==> src/rtl/eth_filt_pkg.sv <==
package eth_filt_pkg;

    localparam int          MAC_BYTES  = 6;
    localparam int          MAC_W      = 8 * MAC_BYTES;
    localparam int          CRC_W      = 32;
    localparam logic [31:0] CRC_POLY_R = 32'hEDB8_8320;
    localparam logic [31:0] CRC_PRESET = 32'hFFFF_FFFF;

    typedef enum logic [1:0] {
        KIND_INDIV = 2'd0,
        KIND_GROUP = 2'd1,
        KIND_BCAST = 2'd2
    } addr_kind_e;

    typedef struct packed {
        logic keep_short;
        logic hash_mode;
        logic promisc;
        logic bcast_reject;
    } filt_cfg_t;

    // Advance a reflected CRC register by one byte, least significant bit first.
    function automatic logic [CRC_W-1:0] crc_step(input logic [CRC_W-1:0] c_in,
                                                  input logic [7:0]       d);
        logic [CRC_W-1:0] c;
        logic             fb;
        c = c_in;
        for (int i = 0; i < 8; i++) begin
            fb = c[0] ^ d[i];
            c  = c >> 1;
            if (fb) c = c ^ CRC_POLY_R;
        end
        return c;
    endfunction

endpackage

==> src/rtl/eth_filt_capture.sv <==
module eth_filt_capture
    import eth_filt_pkg::*;
#(
    parameter int N_BYTES   = MAC_BYTES,
    parameter int HASH_BITS = 6
) (
    input  logic                   clk,
    input  logic                   rst,
    input  logic                   sof,
    input  logic                   byte_valid,
    input  logic [7:0]             byte_in,
    output logic [8*N_BYTES-1:0]   addr,
    output logic                   addr_done,
    output logic [HASH_BITS-1:0]   hash_idx
);
    localparam int CNT_W = $clog2(N_BYTES + 1);

    logic [CNT_W-1:0] cnt;
    logic [CRC_W-1:0] crc;

    always_ff @(posedge clk) begin
        if (rst || sof) begin
            cnt       <= '0;
            addr      <= '0;
            crc       <= CRC_PRESET;
            addr_done <= 1'b0;
        end else if (byte_valid && !addr_done) begin
            addr <= {addr[8*N_BYTES-9:0], byte_in};
            crc  <= crc_step(crc, byte_in);
            cnt  <= cnt + 1'b1;
            if (cnt == CNT_W'(N_BYTES - 1)) addr_done <= 1'b1;
        end
    end

    assign hash_idx = crc[CRC_W-1 -: HASH_BITS];

endmodule

==> src/rtl/eth_filt_classify.sv <==
module eth_filt_classify
    import eth_filt_pkg::*;
#(
    parameter int N_BYTES   = MAC_BYTES,
    parameter int HASH_BITS = 6
) (
    input  logic [8*N_BYTES-1:0]      addr,
    input  logic [8*N_BYTES-1:0]      station,
    input  logic [(1<<HASH_BITS)-1:0] table_bits,
    input  logic [HASH_BITS-1:0]      hash_idx,
    input  logic                      hash_mode,
    output addr_kind_e                kind,
    output logic                      indiv_hit
);
    localparam int AW = 8 * N_BYTES;

    logic all_ones;
    logic grp_bit;
    logic exact_hit;
    logic hashed_hit;

    assign all_ones   = &addr;
    assign grp_bit    = addr[AW-8];
    assign exact_hit  = (addr == station);
    assign hashed_hit = table_bits[hash_idx];

    always_comb begin
        if (all_ones)     kind = KIND_BCAST;
        else if (grp_bit) kind = KIND_GROUP;
        else              kind = KIND_INDIV;
    end

    assign indiv_hit = hash_mode ? hashed_hit : exact_hit;

endmodule

==> src/rtl/eth_filt_decide.sv <==
module eth_filt_decide
    import eth_filt_pkg::*;
#(
    parameter int LEN_W = 16
) (
    input  logic             clk,
    input  logic             rst,
    input  logic             sof,
    input  logic             ext_reject,
    input  logic             frame_end,
    input  logic [LEN_W-1:0] frame_len,
    input  logic [LEN_W-1:0] min_len,
    input  filt_cfg_t        cfg,
    input  logic             addr_done,
    input  addr_kind_e       kind,
    input  logic             indiv_hit,
    output logic             out_valid,
    output logic             out_accept
);
    logic rej_seen;
    logic vetoed;
    logic too_short;
    logic verdict;

    always_ff @(posedge clk) begin
        if (rst)      rej_seen <= 1'b0;
        else if (sof) rej_seen <= ext_reject;
        else          rej_seen <= rej_seen | ext_reject;
    end

    assign vetoed    = rej_seen | ext_reject;
    assign too_short = !cfg.keep_short && (frame_len < min_len);

    always_comb begin
        if (vetoed || too_short || !addr_done) verdict = 1'b0;
        else if (cfg.promisc)                  verdict = 1'b1;
        else begin
            unique case (kind)
                KIND_BCAST: verdict = !cfg.bcast_reject;
                KIND_GROUP: verdict = 1'b0;
                default:    verdict = indiv_hit;
            endcase
        end
    end

    always_ff @(posedge clk) begin
        if (rst) begin
            out_valid  <= 1'b0;
            out_accept <= 1'b0;
        end else begin
            out_valid  <= frame_end;
            out_accept <= frame_end & verdict;
        end
    end

endmodule

==> src/rtl/eth_rx_addr_filter.sv <==
module eth_rx_addr_filter
    import eth_filt_pkg::*;
#(
    parameter int LEN_W     = 16,
    parameter int HASH_BITS = 6
) (
    input  logic                      clk,
    input  logic                      rst,
    input  logic                      cfg_keep_short,
    input  logic                      cfg_hash_mode,
    input  logic                      cfg_promisc,
    input  logic                      cfg_bcast_reject,
    input  logic [LEN_W-1:0]          cfg_min_len,
    input  logic [MAC_W-1:0]          station_addr,
    input  logic [(1<<HASH_BITS)-1:0] hash_table,
    input  logic                      rx_sof,
    input  logic                      rx_valid,
    input  logic [7:0]                rx_byte,
    input  logic                      ext_reject,
    input  logic                      frm_end,
    input  logic [LEN_W-1:0]          frm_len,
    output logic                      dec_valid,
    output logic                      dec_accept
);
    filt_cfg_t              cfg;
    logic [MAC_W-1:0]       cap_addr;
    logic                   cap_done;
    logic [HASH_BITS-1:0]   cap_idx;
    addr_kind_e             cls_kind;
    logic                   cls_hit;

    assign cfg = '{keep_short:   cfg_keep_short,
                   hash_mode:    cfg_hash_mode,
                   promisc:      cfg_promisc,
                   bcast_reject: cfg_bcast_reject};

    eth_filt_capture #(.N_BYTES(MAC_BYTES), .HASH_BITS(HASH_BITS)) u_cap (
        .clk        (clk),
        .rst        (rst),
        .sof        (rx_sof),
        .byte_valid (rx_valid),
        .byte_in    (rx_byte),
        .addr       (cap_addr),
        .addr_done  (cap_done),
        .hash_idx   (cap_idx)
    );

    eth_filt_classify #(.N_BYTES(MAC_BYTES), .HASH_BITS(HASH_BITS)) u_cls (
        .addr       (cap_addr),
        .station    (station_addr),
        .table_bits (hash_table),
        .hash_idx   (cap_idx),
        .hash_mode  (cfg.hash_mode),
        .kind       (cls_kind),
        .indiv_hit  (cls_hit)
    );

    eth_filt_decide #(.LEN_W(LEN_W)) u_dec (
        .clk        (clk),
        .rst        (rst),
        .sof        (rx_sof),
        .ext_reject (ext_reject),
        .frame_end  (frm_end),
        .frame_len  (frm_len),
        .min_len    (cfg_min_len),
        .cfg        (cfg),
        .addr_done  (cap_done),
        .kind       (cls_kind),
        .indiv_hit  (cls_hit),
        .out_valid  (dec_valid),
        .out_accept (dec_accept)
    );

endmodule

==> config.mk <==
export PLATFORM = sky130hd
export DESIGN_NAME = eth_rx_addr_filter
export DESIGN_NICKNAME = d
export VERILOG_FILES = /design/src/rtl/eth_filt_pkg.sv /design/src/rtl/eth_filt_capture.sv /design/src/rtl/eth_filt_classify.sv /design/src/rtl/eth_filt_decide.sv /design/src/rtl/eth_rx_addr_filter.sv
export SDC_FILE = /design/constraint.sdc
export NUM_CORES = 1
export LEC_CHECK = 0
export BUFFER_PORTS_ARGS = -buffer_cell sky130_fd_sc_hd__clkbuf_2
export CORE_UTILIZATION = 49
export DETAILED_ROUTE_END_ITERATION = 6
export GPL_TIMING_DRIVEN = 0
export HOLD_SLACK_MARGIN = 0.02
export PLACE_DENSITY = 0.76
export SYNTH_ARGS = -nofsm -noshare
export SYNTH_HDL_FRONTEND = slang
export SYNTH_HIERARCHICAL = 1
export SYNTH_SLANG_ARGS = --single-unit
==> constraint.sdc <==
create_clock -name clk -period 3.4 [get_ports clk]
set_input_delay 0.17 -clock clk [delete_from_list [all_inputs] [get_ports clk]]
set_output_delay 0.17 -clock clk [all_outputs]
set_load 0.01 [all_outputs]
-- Yosys cells after proc, flatten, opt, wreduce, memory -nomap -nowiden
Cells that the tools add are included.
Widths: inputs -> output; s select.
- add/sub/neg operators: 1
- magnitude comparators: 2
- equal/unequal tests: 4
- mux-type cells: 31
- bitwise gates (word level): 18
- reduce and logical (&&, ||, !) cells: 10
- operator list (cell ; number):
    $mux 32 ; 22
    $not 13->14 ; 8
    $eq 48x48->1 ; 1
    $reduce_and 48->1 ; 1
    $lt 16x16->1 ; 1
    $xor 1x1->1 ; 8
    $lt 6x7->1 const B ; 1
    $bmux 1 s6 ; 1
    $mux 1 ; 6
    $add 3x1->3 const B ; 1
    $eq 3x3->1 const B ; 1
    $logic_not 1->1 ; 3
    $logic_or 1x1->1 ; 3
    $eq 2x1->1 const B ; 1
    $eq 2x2->1 const B ; 1
    $logic_and 1x1->1 ; 2
    $mux 2 ; 1
    $pmux 1 s2 ; 1
    $reduce_and 2->1 ; 1
    $and 1x1->1 ; 1
    $or 1x1->1 ; 1
- register bits after elaboration: 87
- logic and storage cells: 73

-- Longest topological paths before layout
Gate-level depths: netlist (run 1).
- depth in word-level cells: 30
- mapped depth: 12
- depth with buffers taken out: 10

-- Cells and area by module
Netlist (run 1), hierarchy kept.
- modules (own cells, without submodules) (module ; instances ; cells each ; area an instance (µm²) ; sequential area each (µm²)):
    eth_filt_capture ; 1 ; 412 ; 3733.6 ; 1681.6
    eth_filt_classify ; 1 ; 135 ; 1253.7 ; 0.0
    eth_filt_decide ; 1 ; 68 ; 503.0 ; 60.1

-- Worst setup path before layout (run 1)
No wires, ideal clock.
- path type: register -> register
- from: register u_cap.crc[27]
- to: register u_dec.out_accept
- arrival time: 1924 ps
- data required time: 3276 ps
- slack: 1353 ps
- stages on the path, launching flop included: 12
- path through: dfxtp_1 > buf_4 > buf_6 > mux4_2 > a22oi_1 > a31oi_1 > o211ai_2 > o211ai_2 > a21oi_1 > o21ai_0 > nand4_1 > a21oi_1
- cells in the longest elaborated chain, start to end: 7
- ends and longest elaborated chain (element ; line ; source):
    start: declaration ; eth_filt_capture.sv:19 ; logic [CRC_W-1:0] crc;
    start signal: assignment ; eth_filt_capture.sv:29 ; crc <= crc_step(crc, byte_in);
    $bmux 1 s6 ; eth_filt_classify.sv:25 ; assign hashed_hit = table_bits[hash_idx];
    $mux 1 (implied by the code) ; eth_filt_classify.sv:25 ;
    $mux 1 ; eth_filt_classify.sv:33 ; assign indiv_hit = hash_mode ? hashed_hit : exact_hit;
    via cls_hit ; eth_rx_addr_filter.sv:30 ; logic cls_hit;
    $pmux 1 s2 ; eth_filt_decide.sv:38 ; unique case (kind)
    $mux 1 ; eth_filt_decide.sv:36 ; else if (cfg.promisc) verdict = 1'b1;
    $mux 1 ; eth_filt_decide.sv:35 ; if (vetoed || too_short || !addr_done) verdict = 1'b0;
    $and 1x1->1 ; eth_filt_decide.sv:52 ; out_accept <= frame_end & verdict;
    end signal: assignment ; eth_filt_decide.sv:52 ;
    end: declaration ; eth_filt_decide.sv:18 ; output logic out_accept
The timed path passes the listed nets, and every way through them passes these cells. The select of a mux whose other input is x is not followed.
A chain may end at the register's enable or synchronous reset.

-- Worst setup path after layout (run 1)
Same ends and word-level chain as after synthesis.

==> impl_metrics.csv, run 1 <==
group,metric,value,unit
sta,tightest_slew,929,ps
sta,final-hold-violation-count,0,
synthesis,ys_types,47,
detailed_routing,wl_per_cell,16.5,um
place,dpl.cell_count,918,
global_routing,overflow,0,
sta,fin_crit,2340,ps
setup_path,cp.required,3640,ps
synthesis,async_reset_ff_share,0,%
final_layout,final_cells,934,
detailed_routing,drt-vias-per-instance,5.49,
detailed_routing,finalWirelength,15400,um
status,status,"complete, no violations",
floorplanning,start_util,50.4,%
global_routing,track_usage,27.3,%
detailed_routing,firstDrtPassIters,7,
floorplanning,dieArea,11600,um^2
detailed_routing,first_iter_violations,305,
final_layout,final.fill_count,941,
sta,rsz0062_at_grt,"false",
floorplanning,die_x,108,um
power,powerDensity,399,nW/um^2
synthesis,synthFlopType,"dfxtp_1",
sta,period_share,68.9,%
setup_path,critPathMaxStageDelay,510,ps
synthesis,yosysWarnings,6,
synthesis,synth-seq-cells,87,
detailed_routing,drc_errors,0,
floorplanning,rows,38,
cts,cts_buffers,9,
final_layout,multi_input_area,3460,um^2
sta,max_slew_margin,37.9,%
power,irDropWorstVdd,0.000307,V
global_routing,grt_max_degree,15,
final_layout,layout-drive-gt1-share,27.7,%
sta,final_max_slew_viol_count,0,
synthesis,ys_seq_area_share,31.7,%
setup_path,startpoint_type,"register",
synthesis,syn-mean-instance-area,8.93,um^2
sta,tns,0,ps
cts,clock_path_buffers,2,
place,routabilityCongestion,0.911,
setup_path,crit_slowest_cell,"mux4_2",
synthesis,synth.most_common_cell,"nand2_1",
cts,clk_latency,370,ps
detailed_routing,vias,5129,
sta,finalSetupViolCount,0,
setup_path,critPathTopFamily,"compound AO/OA/AOI/OAI gates",
synthesis,synthTopCellsByArea,"dfxtp_1 (32%), xnor2_1 (10%), nand2_1 (9.2%)",
synthesis,synth_top_area_cell,"dfxtp_1",
setup_path,path_cells,"buf_4 > buf_6 > mux4_2 > a22oi_1 > a31oi_1 > o211ai_2 > o211ai_2 > a21oi_1 > o21ai_0 > nand4_1 > a21oi_1",
global_routing,antenna_found_initial,0,
cts,clk_pin_slew,100,ps
final_layout,register_area,1740,um^2
synthesis,synth_edf_count,0,
floorplanning,ioPinCount,164,
synthesis,syn_inst,615,
sta,max_freq,0.427,GHz
cts,cts_tree,"yes",
worst_hold_path,min_path_type,"input pin to register",
cts,htreeDepth,3,
cts,postCtsHoldBufs,1,
final_layout,fin_nets,970,
place,dp_hpwl,12400,um
final_layout,area_growth,21.8,%
setup_path,endpoint_kind,"register",
setup_path,cp.buffers_inverters,2,
sta,finClkSkew,16.8,ps
sta,hold_ws,42.1,ps
synthesis,synth_top_area_share,31.7,%
detailed_routing,postRouteAntennaNets,0,
cts,post_cts_resized,0,
place,post-place-ws,1080,ps
cts,post_cts_buffers,0,
floorplanning,die_y,108,um
setup_path,crit_fanout,7,
synthesis,synth_nets,795,
power,p_leak,2.82,nW
global_routing,grt_pass1_wl,24400,um
synthesis,synth_area,5490,um^2
flow_run,cap_violations,0,
cts,cts_sinks,87,
setup_path,crit_arrival,2580,ps
final_layout,diodes,0,
floorplanning,coreArea,10900,um^2
global_routing,grt_pass1_vias,5086,
place,port_buffers,163,
setup_path,timing_worst_setup_path_type,"register to register",
cts,cts_root_buffer,"clkbuf_8",
final_layout,utilization,61.4,%
sta,setup_ws,1060,ps
synthesis,ys_top_cells_by_count,"nand2_1 (135), dfxtp_1 (87), xnor2_1 (63), a21oi_1 (60), xor2_1 (38)",
==> cell usage in the layout (no fill, tap or decap), drive strengths merged, types with 2 or more instances in the layout <==
cell | Yosys | layout
a2111oi | 2 | 2
a211oi | 2 | 2
a21oi | 60 | 60
a22oi | 2 | 2
a31oi | 4 | 4
buf | 16 | 16
clkbuf | 23 | 197
clkinv | 1 | 2
dfxtp | 87 | 87
ha | 18 | 18
inv | 23 | 24
mux4 | 16 | 16
nand2 | 135 | 135
nand2b | 3 | 3
nand3 | 5 | 5
nand4 | 22 | 22
nor2 | 10 | 10
nor2b | 6 | 6
nor3 | 3 | 3
nor4 | 10 | 10
o211ai | 32 | 32
o21ai | 8 | 8
o221ai | 2 | 2
xnor2 | 73 | 73
xnor3 | 4 | 4
xor2 | 41 | 41
==> final cells by class <==
class	count	area share, %
clock buffers	11	2.11
clock inverters	4	0.823
plain buffers	39	3.03
repair buffers	164	12.3
flip-flops and latches	87	26.0
multi-input cells	465	51.7
inverters	24	1.35
well taps	140	2.62
==> tightest hold or removal path, cell delays in order <==
cell      delay (ps)
clkbuf_2          90
a21oi_1           40
nor2_1            70
==> logic make-up after synthesis <==
family / after synthesis / synth area share (%)
compound gates: 115 / 13.1
xor+xnor: 118 / 22.9
fa+ha+maj: 18 / 4.10
buf+inv: 63 / 5.33
flops: 87 / 31.7
mux: 17 / 7.09
simple gates: 197 / 15.8
==> sequential cells by signal, summed over array words and instances, names as in the netlist <==
| name | count |
|---|---|
| u_dec/rej_seen | 1 |
| u_cap/addr | 48 |
| u_dec/out_accept | 1 |
| u_cap/addr_done | 1 |
| u_cap/crc | 32 |
| u_cap/cnt | 3 |
| u_dec/out_valid | 1 |
==> where the power goes <==
part	switching (mW)	total [mW]	internal, mW
Combinational	0.409	0.847	0.437
Clock	0.366	0.726	0.360
Sequential	0.0383	1.09	1.06
Total	0.813	2.67	1.85
==> stage by stage <==
step / power (mW) / cell area [um^2]
3_5_place_dp: 1.95 / 6480
2_1_floorplan: 1.73 / 5490
6_report: 2.67 / 6690
5_1_grt: 2.80 / 6690
3_3_place_gp: 1.93 / 6480
4_1_cts: 2.68 / 6690
==> layer usage <==
layer  part of all wire, %  up-vias  global-route usage, %
met5                     0        -                      0
met4                   2.0        0                   8.51
met3                   6.7       30                   5.15
met2                    49      214                   46.2
met1                    42     2422                   34.9
li1                      -     2463                      -
==> path summary, 6_finish.rpt <==
kind / depth (start not counted) / to / from / slack, ps
max: 11 / u_dec/out_accept$_SDFF_PP0_ / u_cap/crc[27]$_SDFFE_PP1P_ / 1060
min: 3 / u_dec/rej_seen$_SDFF_PP0_ / ext_reject / 40
max reg2reg: 11 / u_dec/out_accept$_SDFF_PP0_ / u_cap/crc[27]$_SDFFE_PP1P_ / 1060
min reg2reg: 2 / u_dec/out_accept$_SDFF_PP0_ / u_cap/addr_done$_SDFFE_PP0P_ / 500
Note: power is estimated with default switching activity, not from simulation.
==> run 2, diff against run 1 <==
clock period = 2.2 ns   (was 3.4 ns; I/O delays follow)
==> impl_metrics.csv, run 2 (synthesis results as in run 1) <==
group,metric,value,unit
status,status,"complete, no violations",
cts,clock_path_buffers,2,
sta,final_max_slew_viol_count,0,
power,sw_frac_of_total,30.6,%
setup_path,crit_fanout,7,
final_layout,reg.largest.list,"u_cap/addr x48, u_cap/crc x32, u_cap/cnt x3",
power,irDropWorstVdd,0.000473,V
final_layout,final_common_cell,"clkbuf_2",
floorplanning,ioPinCount,164,
setup_path,reg2reg_slack,100,ps
floorplanning,dieArea,11600,um^2
detailed_routing,vias,5143,
power,p_sw,1.27,mW
worst_hold_path,hold_depth,3,
detailed_routing,firstDrtPassIters,4,
setup_path,critPathMaxStageDelay,520,ps
final_layout,layout_common_cells,"clkbuf_2 (163), nand2_1 (135), dfxtp_1 (84)",
detailed_routing,drc_errors,0,
worst_hold_path,min_path_type,"input pin to register",
cts,cts_tree,"yes",
setup_path,startpoint_type,"register",
detailed_routing,finalWirelength,15500,um
detailed_routing,postRouteAntennaNets,0,
setup_path,crit_arrival,2340,ps
global_routing,grt_pass1_vias,5143,
setup_path,r2r_start,"u_cap/crc[27]$_SDFFE_PP1P_",
power,p_leak,2.85,nW
sta,max_freq,0.476,GHz
cts,cts_buffers,9,
power,powerDensity,610,nW/um^2
sta,max_slew_margin,38.9,%
cts,htreeDepth,3,
global_routing,overflow,0,
detailed_routing,top_layer,"met4",
final_layout,layout-drive-gt1-share,29.3,%
detailed_routing,wl_per_cell,16.5,um
sta,finalSetupViolCount,0,
place,post_dp_cell_area,6480,um^2
place,port_buffers,163,
detailed_routing,drt-vias-per-instance,5.47,
setup_path,timing_worst_setup_path_type,"register to register",
final_layout,area_growth,24.1,%
floorplanning,coreArea,10900,um^2
floorplanning,die_x,108,um
final_layout,fin_nets,977,
setup_path,cp.required,2440,ps
detailed_routing,wl_met1,6600,um
floorplanning,die_y,108,um
sta,final-hold-violation-count,0,
global_routing,grt_pass1_wl,24600,um
global_routing,grt_max_degree,15,
final_layout,final.fill_count,924,
sta,rsz0062_at_grt,"true",
sta,tightest_slew,913,ps
setup_path,crit_slowest_cell,"mux4_2",
worst_hold_path,worstHoldEndpoint,"u_cap/addr[1]$_SDFFE_PP0P_",
power,p_int,2.89,mW
cts,cts_sinks,87,
detailed_routing,wl_met2,7580,um
place,dp_hpwl,12400,um
sta,fin_crit,2100,ps
final_layout,largest_reg_flops,48,
sta,period_share,95.5,%
setup_path,r2r-end,"u_dec/out_accept$_SDFF_PP0_",
detailed_routing,wl_met3,1040,um
power,clkPwrFrac,27.0,%
flow_run,cap_violations,0,
final_layout,regMostFlops,"u_cap/addr",
final_layout,diodes,0,
global_routing,track_usage,27.5,%
detailed_routing,first_iter_violations,337,
cts,cts_root_buffer,"clkbuf_8",
setup_path,endpoint_kind,"register",
place,routabilityCongestion,0.911,
cts,clk_pin_slew,90,ps
sta,finClkSkew,14.6,ps
power,pwr-share-seq,40.7,%
setup_path,critPathMostFrequentCell,"o211ai_2",
final_layout,design_area,6810,um^2
sta,tns,0,ps
setup_path,path_cells,"buf_8 > mux4_2 > a22oi_2 > a31oi_1 > o211ai_2 > o211ai_2 > a21oi_2 > o21ai_1 > nand4_1 > a21oi_1",
power,power_frac_comb,32.3,%
floorplanning,start_util,50.4,%
setup_path,rr_worst_depth,10,
worst_hold_path,min_from,"rx_byte[1]",
sta,hold_ws,48.4,ps
floorplanning,rows,38,
global_routing,antenna_found_initial,0,
setup_path,cp.buffers_inverters,1,
cts,clk_latency,370,ps
setup_path,critPathTopFamily,"compound AO/OA/AOI/OAI gates",
-- run 2: cell types whose count changed in the layout (fill, tap and decap cells not counted), sizes merged --
| cell | previous run | this run |
|---|---|---|
| dlygate4sd3 | 1 | 5 |
| buf | 16 | 19 |
-- run 2: layer usage --
| layer | up-vias | global-route usage (%) |
|---|---|---|
| met5 | - | 0 |
| met4 | 0 | 8.90 |
| met3 | 29 | 5.02 |
| met2 | 214 | 46.7 |
| met1 | 2423 | 35.1 |
| li1 | 2477 | - |
-- run 2: timing repair --
| action | CTS | global route |
|---|---|---|
| pin swaps | 3 | 8 |
| setup buffers | 2 | 3 |
| hold buffers | 5 | 0 |
| endpoints found under the hold margin | 4 | 0 |
| resized for setup | 9 | 11 |
| endpoints found under the setup margin | 1 | 1 |
-- run 2: area by class of cell --
cell class                      instances  area (um^2)  share of cell area [%]
Timing Repair Buffer                  173          903                    13.3
Inverter                               24         90.1                    1.32
Clock inverter                          4         55.1                   0.808
Clock buffer                           11          141                    2.08
Multi-Input combinational cell        465         3500                    51.3
Sequential cell                        87         1750                    25.6
Buffer                                 37          205                    3.01
Tap cell                              140          175                    2.57
-- run 2: worst max-delay path by stage --
stage / start / endpoint / cells after the start
detailed placement: u_cap/crc[27]$_SDFFE_PP1P_ / u_dec/out_accept$_SDFF_PP0_ / 11
global placement: u_cap/crc[26]$_SDFFE_PP1P_ / u_dec/out_accept$_SDFF_PP0_ / 11
global route: u_cap/crc[27]$_SDFFE_PP1P_ / u_dec/out_accept$_SDFF_PP0_ / 10
CTS: u_cap/crc[27]$_SDFFE_PP1P_ / u_dec/out_accept$_SDFF_PP0_ / 10
floorplan: u_cap/crc[27]$_SDFFE_PP1P_ / u_dec/out_accept$_SDFF_PP0_ / 11
finish: u_cap/crc[27]$_SDFFE_PP1P_ / u_dec/out_accept$_SDFF_PP0_ / 10
-- run 2: per-stage QoR --
step                      power [mW]  worst slack, ps  util [%]  instances
after floorplan                 2.67              153         -        615
after global placement          2.99            -90.5      59.5        918
after detailed placement        3.02             -119      59.5        918
after CTS                       4.16             2.63      62.1        939
after global routing            4.37            -27.0      62.6        941
final                           4.16             98.7      62.6        941
-- run 2: worst reg2reg max path: stages, from the launching register on --
cell and delay [ps]:
dfxtp_2 360, buf_8 140, mux4_2 520, a22oi_2 210
a31oi_1 120, o211ai_2 180, o211ai_2 120, a21oi_2 140
o21ai_1 70, nand4_1 60, a21oi_1 40
-- run 2: power groups by stage --
stage | sequential, mW | combinational, mW | clock [mW]
global placement | 1.72 | 1.27 | 0
finish | 1.69 | 1.34 | 1.12
floorplan | 1.71 | 0.960 | 0
global route | 1.70 | 1.46 | 1.21
detailed placement | 1.73 | 1.29 | 0
CTS | 1.69 | 1.33 | 1.15
